<file path="config.mk">
export PLATFORM = sky130hd
export DESIGN_NAME = pkt_stamp_capture
export DESIGN_NICKNAME = d
export VERILOG_FILES = /design/src/rtl/pkt_stamp_pkg.sv /design/src/rtl/pkt_stamp_slot.sv /design/src/rtl/pkt_stamp_rxqual.sv /design/src/rtl/pkt_stamp_regs.sv /design/src/rtl/pkt_stamp_capture.sv
export SDC_FILE = /design/constraint.sdc
export NUM_CORES = 1
export LEC_CHECK = 0
export ABC_AREA = 1
export ABC_CLOCK_PERIOD_IN_PS = 1650
export BUFFER_PORTS_ARGS = -buffer_cell sky130_fd_sc_hd__buf_2
export CORE_AREA = 3 3 127 129
export DETAILED_ROUTE_END_ITERATION = 16
export DIE_AREA = 0 0 130 132
export PLACE_DENSITY = 0.83
export SYNTH_ARGS = -nofsm -noshare
export SYNTH_HDL_FRONTEND = slang
export SYNTH_SLANG_ARGS = --single-unit
</file>
<file path="constraint.sdc">
create_clock -name clk -period 1.65 [get_ports clk]
set_input_delay 0 -clock clk [delete_from_list [all_inputs] [get_ports clk]]
set_output_delay 0 -clock clk [all_outputs]
set_load 0.01 [all_outputs]
</file>
<file path="src/rtl/pkt_stamp_pkg.sv">
`timescale 1ns/1ps
package pkt_stamp_pkg;
    localparam int DATA_W  = 32;
    localparam int TIME_W  = 2 * DATA_W;
    localparam int ADDR_W  = 3;
    localparam int ETYPE_W = 16;
    localparam int PROTO_W = 8;
    localparam int PORT_W  = 16;
    localparam int N_DIR   = 2;
    localparam int DIR_TX  = 0;
    localparam int DIR_RX  = 1;

    localparam logic [PROTO_W-1:0] PROTO_UDP  = 8'd17;
    localparam logic [PORT_W-1:0]  EVENT_PORT = 16'd319;

    localparam int BIT_EN    = 0;
    localparam int BIT_VALID = 1;
    localparam int BIT_ALL   = 2;
    localparam int BIT_L2F   = 3;
    localparam int BIT_L2S   = 4;
    localparam int BIT_L4    = 5;

    typedef enum logic [ADDR_W-1:0] {
        A_TX_CTL = 3'd0,
        A_RX_CTL = 3'd1,
        A_ETYPE  = 3'd2,
        A_TX_LO  = 3'd3,
        A_TX_HI  = 3'd4,
        A_RX_LO  = 3'd5,
        A_RX_HI  = 3'd6,
        A_SPARE  = 3'd7
    } reg_addr_e;

    typedef struct packed {
        logic l4_en;
        logic l2_stamp;
        logic l2_filt;
        logic all_mode;
        logic en;
    } rx_cfg_t;

    function automatic logic [DATA_W-1:0] rx_ctl_word(rx_cfg_t c, logic v);
        logic [DATA_W-1:0] w;
        w = '0;
        w[BIT_EN]    = c.en;
        w[BIT_VALID] = v;
        w[BIT_ALL]   = c.all_mode;
        w[BIT_L2F]   = c.l2_filt;
        w[BIT_L2S]   = c.l2_stamp;
        w[BIT_L4]    = c.l4_en;
        return w;
    endfunction

    function automatic rx_cfg_t rx_ctl_decode(logic [DATA_W-1:0] w);
        rx_cfg_t c;
        c.en       = w[BIT_EN];
        c.all_mode = w[BIT_ALL];
        c.l2_filt  = w[BIT_L2F];
        c.l2_stamp = w[BIT_L2S];
        c.l4_en    = w[BIT_L4];
        return c;
    endfunction

    function automatic logic [DATA_W-1:0] stamp_word(logic [TIME_W-1:0] t, logic hi);
        return hi ? t[TIME_W-1:DATA_W] : t[DATA_W-1:0];
    endfunction
endpackage

</file>
<file path="src/rtl/pkt_stamp_slot.sv">
`timescale 1ns/1ps
module pkt_stamp_slot #(
    parameter int TIME_W = 64
) (
    input  logic              clk,
    input  logic              rst,
    input  logic              arm_i,
    input  logic              rel_i,
    input  logic [TIME_W-1:0] time_i,
    output logic [TIME_W-1:0] stamp_o,
    output logic              valid_o
);
    always_ff @(posedge clk) begin
        if (rst) begin
            stamp_o <= '0;
            valid_o <= 1'b0;
        end else if (valid_o) begin
            if (rel_i) valid_o <= 1'b0;
        end else if (arm_i) begin
            stamp_o <= time_i;
            valid_o <= 1'b1;
        end
    end

    assert_locked_hold_R1: assert property (@(posedge clk) disable iff (rst)
        (valid_o && !rel_i) |=> (valid_o && $stable(stamp_o)));

    assert_capture_R2: assert property (@(posedge clk) disable iff (rst)
        (!valid_o && arm_i) |=> (valid_o && stamp_o == $past(time_i)));

    assert_release_R4: assert property (@(posedge clk) disable iff (rst)
        (valid_o && rel_i) |=> !valid_o);

    assert_no_capture_on_release_R10: assert property (@(posedge clk) disable iff (rst)
        (valid_o && rel_i && arm_i) |=> (!valid_o && $stable(stamp_o)));
endmodule

</file>
<file path="src/rtl/pkt_stamp_rxqual.sv">
`timescale 1ns/1ps
module pkt_stamp_rxqual
    import pkt_stamp_pkg::*;
(
    input  rx_cfg_t              cfg_i,
    input  logic [ETYPE_W-1:0]   etype_cfg_i,
    input  logic [ETYPE_W-1:0]   etype_i,
    input  logic [PROTO_W-1:0]   proto_i,
    input  logic [PORT_W-1:0]    dport_i,
    output logic                 hit_o
);
    logic l2_hit, l4_hit;

    always_comb begin
        l2_hit = cfg_i.l2_filt && cfg_i.l2_stamp && (etype_i == etype_cfg_i);
        l4_hit = cfg_i.l4_en && (proto_i == PROTO_UDP) && (dport_i == EVENT_PORT);
        hit_o  = cfg_i.en && (cfg_i.all_mode || l2_hit || l4_hit);
    end
endmodule

</file>
<file path="src/rtl/pkt_stamp_regs.sv">
`timescale 1ns/1ps
module pkt_stamp_regs
    import pkt_stamp_pkg::*;
(
    input  logic                clk,
    input  logic                rst,
    input  logic                wr_i,
    input  logic                rd_i,
    input  logic [ADDR_W-1:0]   addr_i,
    input  logic [DATA_W-1:0]   wdata_i,
    input  logic [N_DIR-1:0]    valid_i,
    input  logic [TIME_W-1:0]   tx_stamp_i,
    input  logic [TIME_W-1:0]   rx_stamp_i,
    output logic [DATA_W-1:0]   rdata_o,
    output logic                tx_en_o,
    output rx_cfg_t             rx_cfg_o,
    output logic [ETYPE_W-1:0]  etype_o,
    output logic [N_DIR-1:0]    rel_o
);
    reg_addr_e a;
    assign a = reg_addr_e'(addr_i);

    always_ff @(posedge clk) begin
        if (rst) begin
            tx_en_o  <= 1'b0;
            rx_cfg_o <= '0;
            etype_o  <= '0;
        end else if (wr_i) begin
            case (a)
                A_TX_CTL: tx_en_o  <= wdata_i[BIT_EN];
                A_RX_CTL: rx_cfg_o <= rx_ctl_decode(wdata_i);
                A_ETYPE:  etype_o  <= wdata_i[ETYPE_W-1:0];
                default:  ;
            endcase
        end
    end

    always_comb begin
        rel_o          = '0;
        rel_o[DIR_TX]  = rd_i && (a == A_TX_HI);
        rel_o[DIR_RX]  = rd_i && (a == A_RX_HI);
    end

    always_comb begin
        rdata_o = '0;
        case (a)
            A_TX_CTL: begin
                rdata_o[BIT_EN]    = tx_en_o;
                rdata_o[BIT_VALID] = valid_i[DIR_TX];
            end
            A_RX_CTL: rdata_o = rx_ctl_word(rx_cfg_o, valid_i[DIR_RX]);
            A_ETYPE:  rdata_o[ETYPE_W-1:0] = etype_o;
            A_TX_LO:  rdata_o = stamp_word(tx_stamp_i, 1'b0);
            A_TX_HI:  rdata_o = stamp_word(tx_stamp_i, 1'b1);
            A_RX_LO:  rdata_o = stamp_word(rx_stamp_i, 1'b0);
            A_RX_HI:  rdata_o = stamp_word(rx_stamp_i, 1'b1);
            default:  rdata_o = '0;
        endcase
    end

    assert_tx_ctl_write_R5: assert property (@(posedge clk) disable iff (rst)
        (wr_i && addr_i == A_TX_CTL) |=> (tx_en_o == $past(wdata_i[BIT_EN])));

    assert_ro_write_ignored_R11: assert property (@(posedge clk) disable iff (rst)
        (wr_i && addr_i > A_ETYPE) |=> ($stable(tx_en_o) && $stable(rx_cfg_o) && $stable(etype_o)));
endmodule

</file>
<file path="src/rtl/pkt_stamp_capture.sv">
`timescale 1ns/1ps
module pkt_stamp_capture
    import pkt_stamp_pkg::*;
(
    input  logic                clk,
    input  logic                rst,
    input  logic                tx_sof,
    input  logic                rx_sof,
    input  logic [15:0]         rx_ethertype,
    input  logic [7:0]          rx_ip_proto,
    input  logic [15:0]         rx_udp_dport,
    input  logic [63:0]         time_now,
    input  logic                reg_wr,
    input  logic                reg_rd,
    input  logic [2:0]          reg_addr,
    input  logic [31:0]         reg_wdata,
    output logic [31:0]         reg_rdata,
    output logic [63:0]         tx_stamp,
    output logic                tx_valid,
    output logic [63:0]         rx_stamp,
    output logic                rx_valid
);
    logic               tx_en;
    rx_cfg_t            rx_cfg;
    logic [ETYPE_W-1:0] etype_cfg;
    logic               rx_hit;
    logic [N_DIR-1:0]   arm, rel, valid;
    logic [TIME_W-1:0]  stamp [N_DIR];

    pkt_stamp_regs u_regs (
        .clk        (clk),
        .rst        (rst),
        .wr_i       (reg_wr),
        .rd_i       (reg_rd),
        .addr_i     (reg_addr),
        .wdata_i    (reg_wdata),
        .valid_i    (valid),
        .tx_stamp_i (stamp[DIR_TX]),
        .rx_stamp_i (stamp[DIR_RX]),
        .rdata_o    (reg_rdata),
        .tx_en_o    (tx_en),
        .rx_cfg_o   (rx_cfg),
        .etype_o    (etype_cfg),
        .rel_o      (rel)
    );

    pkt_stamp_rxqual u_qual (
        .cfg_i       (rx_cfg),
        .etype_cfg_i (etype_cfg),
        .etype_i     (rx_ethertype),
        .proto_i     (rx_ip_proto),
        .dport_i     (rx_udp_dport),
        .hit_o       (rx_hit)
    );

    always_comb begin
        arm         = '0;
        arm[DIR_TX] = tx_sof && tx_en;
        arm[DIR_RX] = rx_sof && rx_hit;
    end

    for (genvar d = 0; d < N_DIR; d++) begin : g_slot
        pkt_stamp_slot #(.TIME_W(TIME_W)) u_slot (
            .clk     (clk),
            .rst     (rst),
            .arm_i   (arm[d]),
            .rel_i   (rel[d]),
            .time_i  (time_now),
            .stamp_o (stamp[d]),
            .valid_o (valid[d])
        );
    end

    assign tx_stamp = stamp[DIR_TX];
    assign rx_stamp = stamp[DIR_RX];
    assign tx_valid = valid[DIR_TX];
    assign rx_valid = valid[DIR_RX];

    assert_tx_needs_sof_R2: assert property (@(posedge clk) disable iff (rst)
        $rose(tx_valid) |-> $past(tx_sof));

    assert_rx_needs_sof_R6: assert property (@(posedge clk) disable iff (rst)
        $rose(rx_valid) |-> $past(rx_sof));

    assert_rx_off_no_capture_R5: assert property (@(posedge clk) disable iff (rst)
        (!rx_cfg.en && !rx_valid) |=> !rx_valid);
endmodule

</file>
-- Yosys cells after proc, flatten, opt, wreduce, memory -nomap -nowiden
Index checks and enable logic that the tools add are counted.
Widths: inputs -> output; s select.
- flip-flop bits (word level): 152
- output and inout port bits: 162
- eq/ne operators: 9
- mux-type cells: 9
- bitwise gates (word level): 2
- reduce and logical (&&, ||, !) cells: 17
- operators with widths (operator ; number):
    $pmux 14 s6 ; 1
    $pmux 16 s4 ; 1
    $eq 16x16->1 ; 1
    $eq 16x9->1 const B ; 1
    $pmux 2 s7 ; 1
    $reduce_and 2->1 ; 5
    $eq 3x3->1 const B ; 3
    $logic_and 1x1->1 ; 9
    $eq 8x5->1 const B ; 1
    $eq 3x2->1 const B ; 2
    $mux 1 ; 6
    $eq 3x1->1 const B ; 1
    $logic_not 3->1 ; 1
    $logic_or 1x1->1 ; 2
    $not 1->1 ; 2

-- Depth between registers and ports, before layout
- depth in word-level cells: 8
- depth in mapped cells: 13
- depth with buffers taken out: 11

-- By module
A second synthesis with hierarchy kept.
- cell total of the unflattened synthesis: 1391
- area total of the unflattened synthesis: 8406.8 µm²
- by module, submodules not included (module ; instances ; cells an instance ; area each (µm²) ; sequential area each (µm²)):
    pkt_stamp_slot ; 2 ; 419 ; 2775.2 ; 1301.2
    pkt_stamp_regs ; 1 ; 438 ; 2388.5 ; 440.4
    pkt_stamp_rxqual ; 1 ; 111 ; 452.9 ; 0.0
    pkt_stamp_capture ; 1 ; 4 ; 15.0 ; 0.0

-- Worst setup path after synthesis
Ideal clock, no wire load.
- kind: register to register
- from: register g_slot[1].u_slot.valid_o
- to: register g_slot[1].u_slot.stamp_o[18]
- data arrival time: 1.313 ns
- slack: 0.221 ns
- stages on the path, launching flop included: 7
- path buffers: 2
- period minus slack after synthesis: 1.429 ns
- path through: dfxtp_1 -> and3b_1 -> clkbuf_1 -> buf_1 -> nand3_1 -> nand2_1 -> nor2_1
- word-level cells in the longest chain between the ends: 2
- ends and longest elaborated chain (item ; line ; RTL):
    from (decl) ; pkt_stamp_slot.sv:11 ; output logic valid_o
    from (signal assigned) ; pkt_stamp_slot.sv:16 ; valid_o <= 1'b0;
    from (signal assigned) ; pkt_stamp_slot.sv:18 ; if (rel_i) valid_o <= 1'b0;
    from (signal assigned) ; pkt_stamp_slot.sv:21 ; valid_o <= 1'b1;
    $not 1->1 (no line) ; n/a ;
    $reduce_and 2->1 (no line) ; n/a ;
    to (signal assigned) ; pkt_stamp_slot.sv:20 ; stamp_o <= time_i;
    to (decl) ; pkt_stamp_slot.sv:10 ; output logic [TIME_W-1:0] stamp_o,
No other way between the ends.
A chain may end at the register's enable or synchronous reset.

-- Worst setup path in the final report
- from: register u_regs.etype_o[5]
- to: register g_slot[1].u_slot.stamp_o[13]
- word-level cells in the longest chain between the ends: 7
- ends and longest elaborated chain (item ; line ; RTL):
    from (decl) ; pkt_stamp_regs.sv:17 ; output logic [ETYPE_W-1:0] etype_o,
    from (signal assigned) ; pkt_stamp_regs.sv:32 ; A_ETYPE: etype_o <= wdata_i[ETYPE_W-1:0];
    $eq 16x16->1 ; pkt_stamp_rxqual.sv:15 ; l2_hit = cfg_i.l2_filt && cfg_i.l2_stamp && (etype_i == etype_cfg_i);
    $logic_and 1x1->1 ; pkt_stamp_rxqual.sv:15 ;
    $logic_or 1x1->1 (2 in a row) ; pkt_stamp_rxqual.sv:17 ; hit_o = cfg_i.en && (cfg_i.all_mode || l2_hit || l4_hit);
    $logic_and 1x1->1 ; pkt_stamp_rxqual.sv:17 ;
    $logic_and 1x1->1 ; pkt_stamp_capture.sv:59 ; arm[DIR_RX] = rx_sof && rx_hit;
    $reduce_and 2->1 (no line) ; n/a ;
No other way between the ends.

==> impl_metrics.py <==
metrics = {
    "outcome": {
        "status": "complete, but fails checks",
        "violations": "setup timing",
    },
    "clock_tree": {
        "cts.sinks": 152,
        "clkTransAtPathRegs_ps": 60,
        "h-tree-depth": 4,
        "cts_tree": "built",
        "clockBufferDepth": 2,
        "cts_buffers": 17,
        "clk_latency_ps": 420,
        "root_buffer": "clkbuf_16",
    },
    "die": {
        "fp.dieW_um": 130,
        "core_area_um2": 15100,
        "num_rows": 45,
        "pin_count": 307,
        "initial_core_util": 0.473,
        "chipHeight_um": 132,
        "dieArea_um2": 17200,
    },
    "detailed_routing": {
        "dr.pass1.iters": 7,
        "wl_met3_um": 2640,
        "dr_total_vias": 8843,
        "ant_nets": 0,
        "top_layer": "met4",
        "route.met2.wl_um": 12900,
        "drt-total-wl_um": 27400,
        "drcViolationCount": 0,
        "viasPerCell": 5.55,
        "wl_per_cell_um": 17.2,
        "met1_length_um": 10400,
        "drtIter0Drc": 814,
    },
    "synthesis": {
        "syn_nets": 1186,
        "yosysUniqueCellTypes": 26,
        "synth-seq-cells": 152,
        "synthFlopType": "dfxtp_1",
        "syn_avg_cell_area_um2": 6.88,
        "ys_seq_area_frac": 0.425,
        "syn_inst": 1041,
        "yosysTopAreaCell": "dfxtp_1",
        "synth_area_um2": 7160,
        "synth_edf_count": 0,
        "synthArstFlopShare": 0,
        "yosys_warnings": 0,
        "synth_top_area_frac": 0.425,
        "synth_area_leaders": "dfxtp_1 (43%), a21oi_1 (10%), nand2_1 (8.2%)",
    },
    "global_routing": {
        "grt_max_degree": 151,
        "grt.overflow.total": 0,
        "grt_pass1_vias": 8319,
        "antenna_found_initial": 1,
        "grt_usage": 0.294,
        "grt_pass1_wl_um": 40600,
    },
    "cells_and_area": {
        "drive_gt1_frac": 0.290,
        "synthToLayoutAreaGrowth_pct": 47.2,
        "multi_input_area_um2": 3370,
        "fin_util": 0.696,
        "final_common_cell": "buf_2",
        "layout.cells.non_filler": 1594,
        "ff_latch_area_um2": 3060,
        "fillers": 1168,
        "num-nets-final": 1538,
        "layout_common_cells": "buf_2 (290), nand2_1 (155), a21oi_1 (146)",
    },
    "setup_path": {
        "cp_max_fo": 18,
        "endpoint_kind": "flop",
        "critical_path_class": "flop to flop",
        "crit_path_frequent_cell": "nand2_1",
        "crit_path_start_kind": "flop",
        "r2r_end": "g_slot[1].u_slot.stamp_o[13]",
        "crit_chain": "inv_2 > nand2_1 > nand2_1 > nor2_1 > nand2_1 > nor2_2 > nand3_4 > nand2_8 > buf_12 > nand3_1 > nand2_1 > nor2_1",
        "regToRegSetupSlack_ps": -110,
        "reg2reg_depth": 12,
        "cpPeakStageDelay_ps": 330,
        "critPathRequiredTime_ps": 1960,
        "arrival_ps": 2070,
        "slowest_stage": "dfxtp_2",
        "timing.rr.start": "u_regs.etype_o[5]",
    },
    "min_path": {
        "hold_path_depth": 4,
        "hold-path-endpoint": "g_slot[0].u_slot.valid_o",
        "min_path_type": "primary input to flop",
        "hold_start": "reg_addr[2]",
    },
    "pwr": {
        "cellPowerDensity_nw_per_um2": 808,
        "ir_drop_mv": 0.590,
        "p_leak_nw": 5.07,
    },
    "timing": {
        "rsz0062_at_grt": "yes",
        "slew_headroom": 0.555,
        "fin_skew_ps": 9.34,
        "maxSlewViolCount": 0,
        "min_period_ps": 1760,
        "fmax_ghz": 0.568,
        "setup_tns_ps": -4470,
        "hold_violations": 0,
        "setup_ws_ps": -110,
        "finalSetupViolCount": 64,
        "fin_crit_sh": 1.07,
        "worst_slew_pin_slew_ps": 667,
    },
    "job": {
        "maxCapViolations": 0,
    },
    "placement": {
        "gp_congestion": 0.910,
        "hpwl_um": 17300,
        "io_buffers": 290,
        "dp.cells": 1469,
    },
}
[state kept, by name, indices dropped and copies added, names as in the netlist]
register / flops
u_regs.tx_en_o: 1
u_regs.rx_cfg_o: 5
u_regs.etype_o: 16
g_slot.u_slot.valid_o: 2
g_slot.u_slot.stamp_o: 128
[metal layers]
| metal | track usage | vias up |
|---|---|---|
| met2 | 0.479 | 576 |
| met3 | 0.0750 | 125 |
| li1 | - | 4126 |
| met1 | 0.339 | 4016 |
| met4 | 0.186 | 0 |
| met5 | 0 | - |
[power by group]
part	leakage [nW]	switching [mW]	internal, mW
logic	3.55	0.548	0.460
registers	1.23	0.0532	3.73
clock network	0.279	1.50	2.22
total	5.07	2.10	6.41
[Yosys cell counts (3+ instances only)]
library cell / number
inv_2: 5
a21oi_1: 146
clkbuf_1: 45
buf_1: 11
xnor2_1: 4
buf_6: 12
nand2_1: 157
inv_1: 132
a221oi_1: 9
a22oi_1: 3
nand4_1: 6
buf_2: 8
dfxtp_1: 152
o21ai_0: 106
nor2_1: 108
nand3_1: 106
o2111ai_1: 22
[cell type report]
type | instances | area share
timing repair buffer | 409 | 0.265
clock buffer | 23 | 0.0463
inverter | 138 | 0.0494
sequential | 152 | 0.290
clock inverter | 8 | 0.00677
multi-input combinational | 675 | 0.320
antenna | 1 | 0.000238
tap | 188 | 0.0223
[worst max path at each step]
stage                                   startpoint                      endpoint  slack, ps  depth (start not counted)
after global routing            u_regs.etype_o[10]  g_slot[1].u_slot.stamp_o[13]       -200                         11
final                            u_regs.etype_o[5]  g_slot[1].u_slot.stamp_o[13]       -110                         12
after detailed placement        u_regs.rx_cfg_o[2]   g_slot[1].u_slot.stamp_o[3]        -20                         10
after CTS                        u_regs.etype_o[3]  g_slot[1].u_slot.stamp_o[43]          1                         12
after global placement          u_regs.rx_cfg_o[2]  g_slot[1].u_slot.stamp_o[14]         30                         10
after floorplan           g_slot[1].u_slot.valid_o  g_slot[1].u_slot.stamp_o[18]        220                          6
[cells by family (layout without fill, tap and decap cells)]
group	count (synthesis)	count (layout)	share of synthesized area
other	0	1	0
DFF	152	152	0.425
and+or+nand+nor	383	384	0.224
AOI/OAI and AO/OA	287	287	0.218
xor gates and xnor gates	4	4	0.00489
buffers and inverters	215	578	0.127
[repair_timing]
item / CTS / global route
resized for setup: 5 / 47
cloned: 1 / 5
hold buffers: 84 / 0
endpoints found under the setup margin: 26 / 68
endpoints found under the hold margin: 152 / 0
pin swaps: 0 / 5
buffers inserted: 1 / 3
[per-stage QoR]
step	hold slack [ps]	instance area, µm²	worst slack [ps]	power, mW
finish	63.3	10500	-110	8.51
global route	69.1	10500	-204	8.77
CTS	37.4	10300	1.43	8.45
detailed placement	239	8800	-15.5	4.63
global placement	237	8800	31.4	4.61
floorplan	69.1	7160	221	4.27
[worst max-delay path, delay by kind of cell (launching register included)]
family / cells / cell delay (ps)
buffers and inverters: 2 / 220
flip-flops: 1 / 330
AND/OR/NAND/NOR: 10 / 1080
No activity file was read; power rests on OpenSTA's default activity.
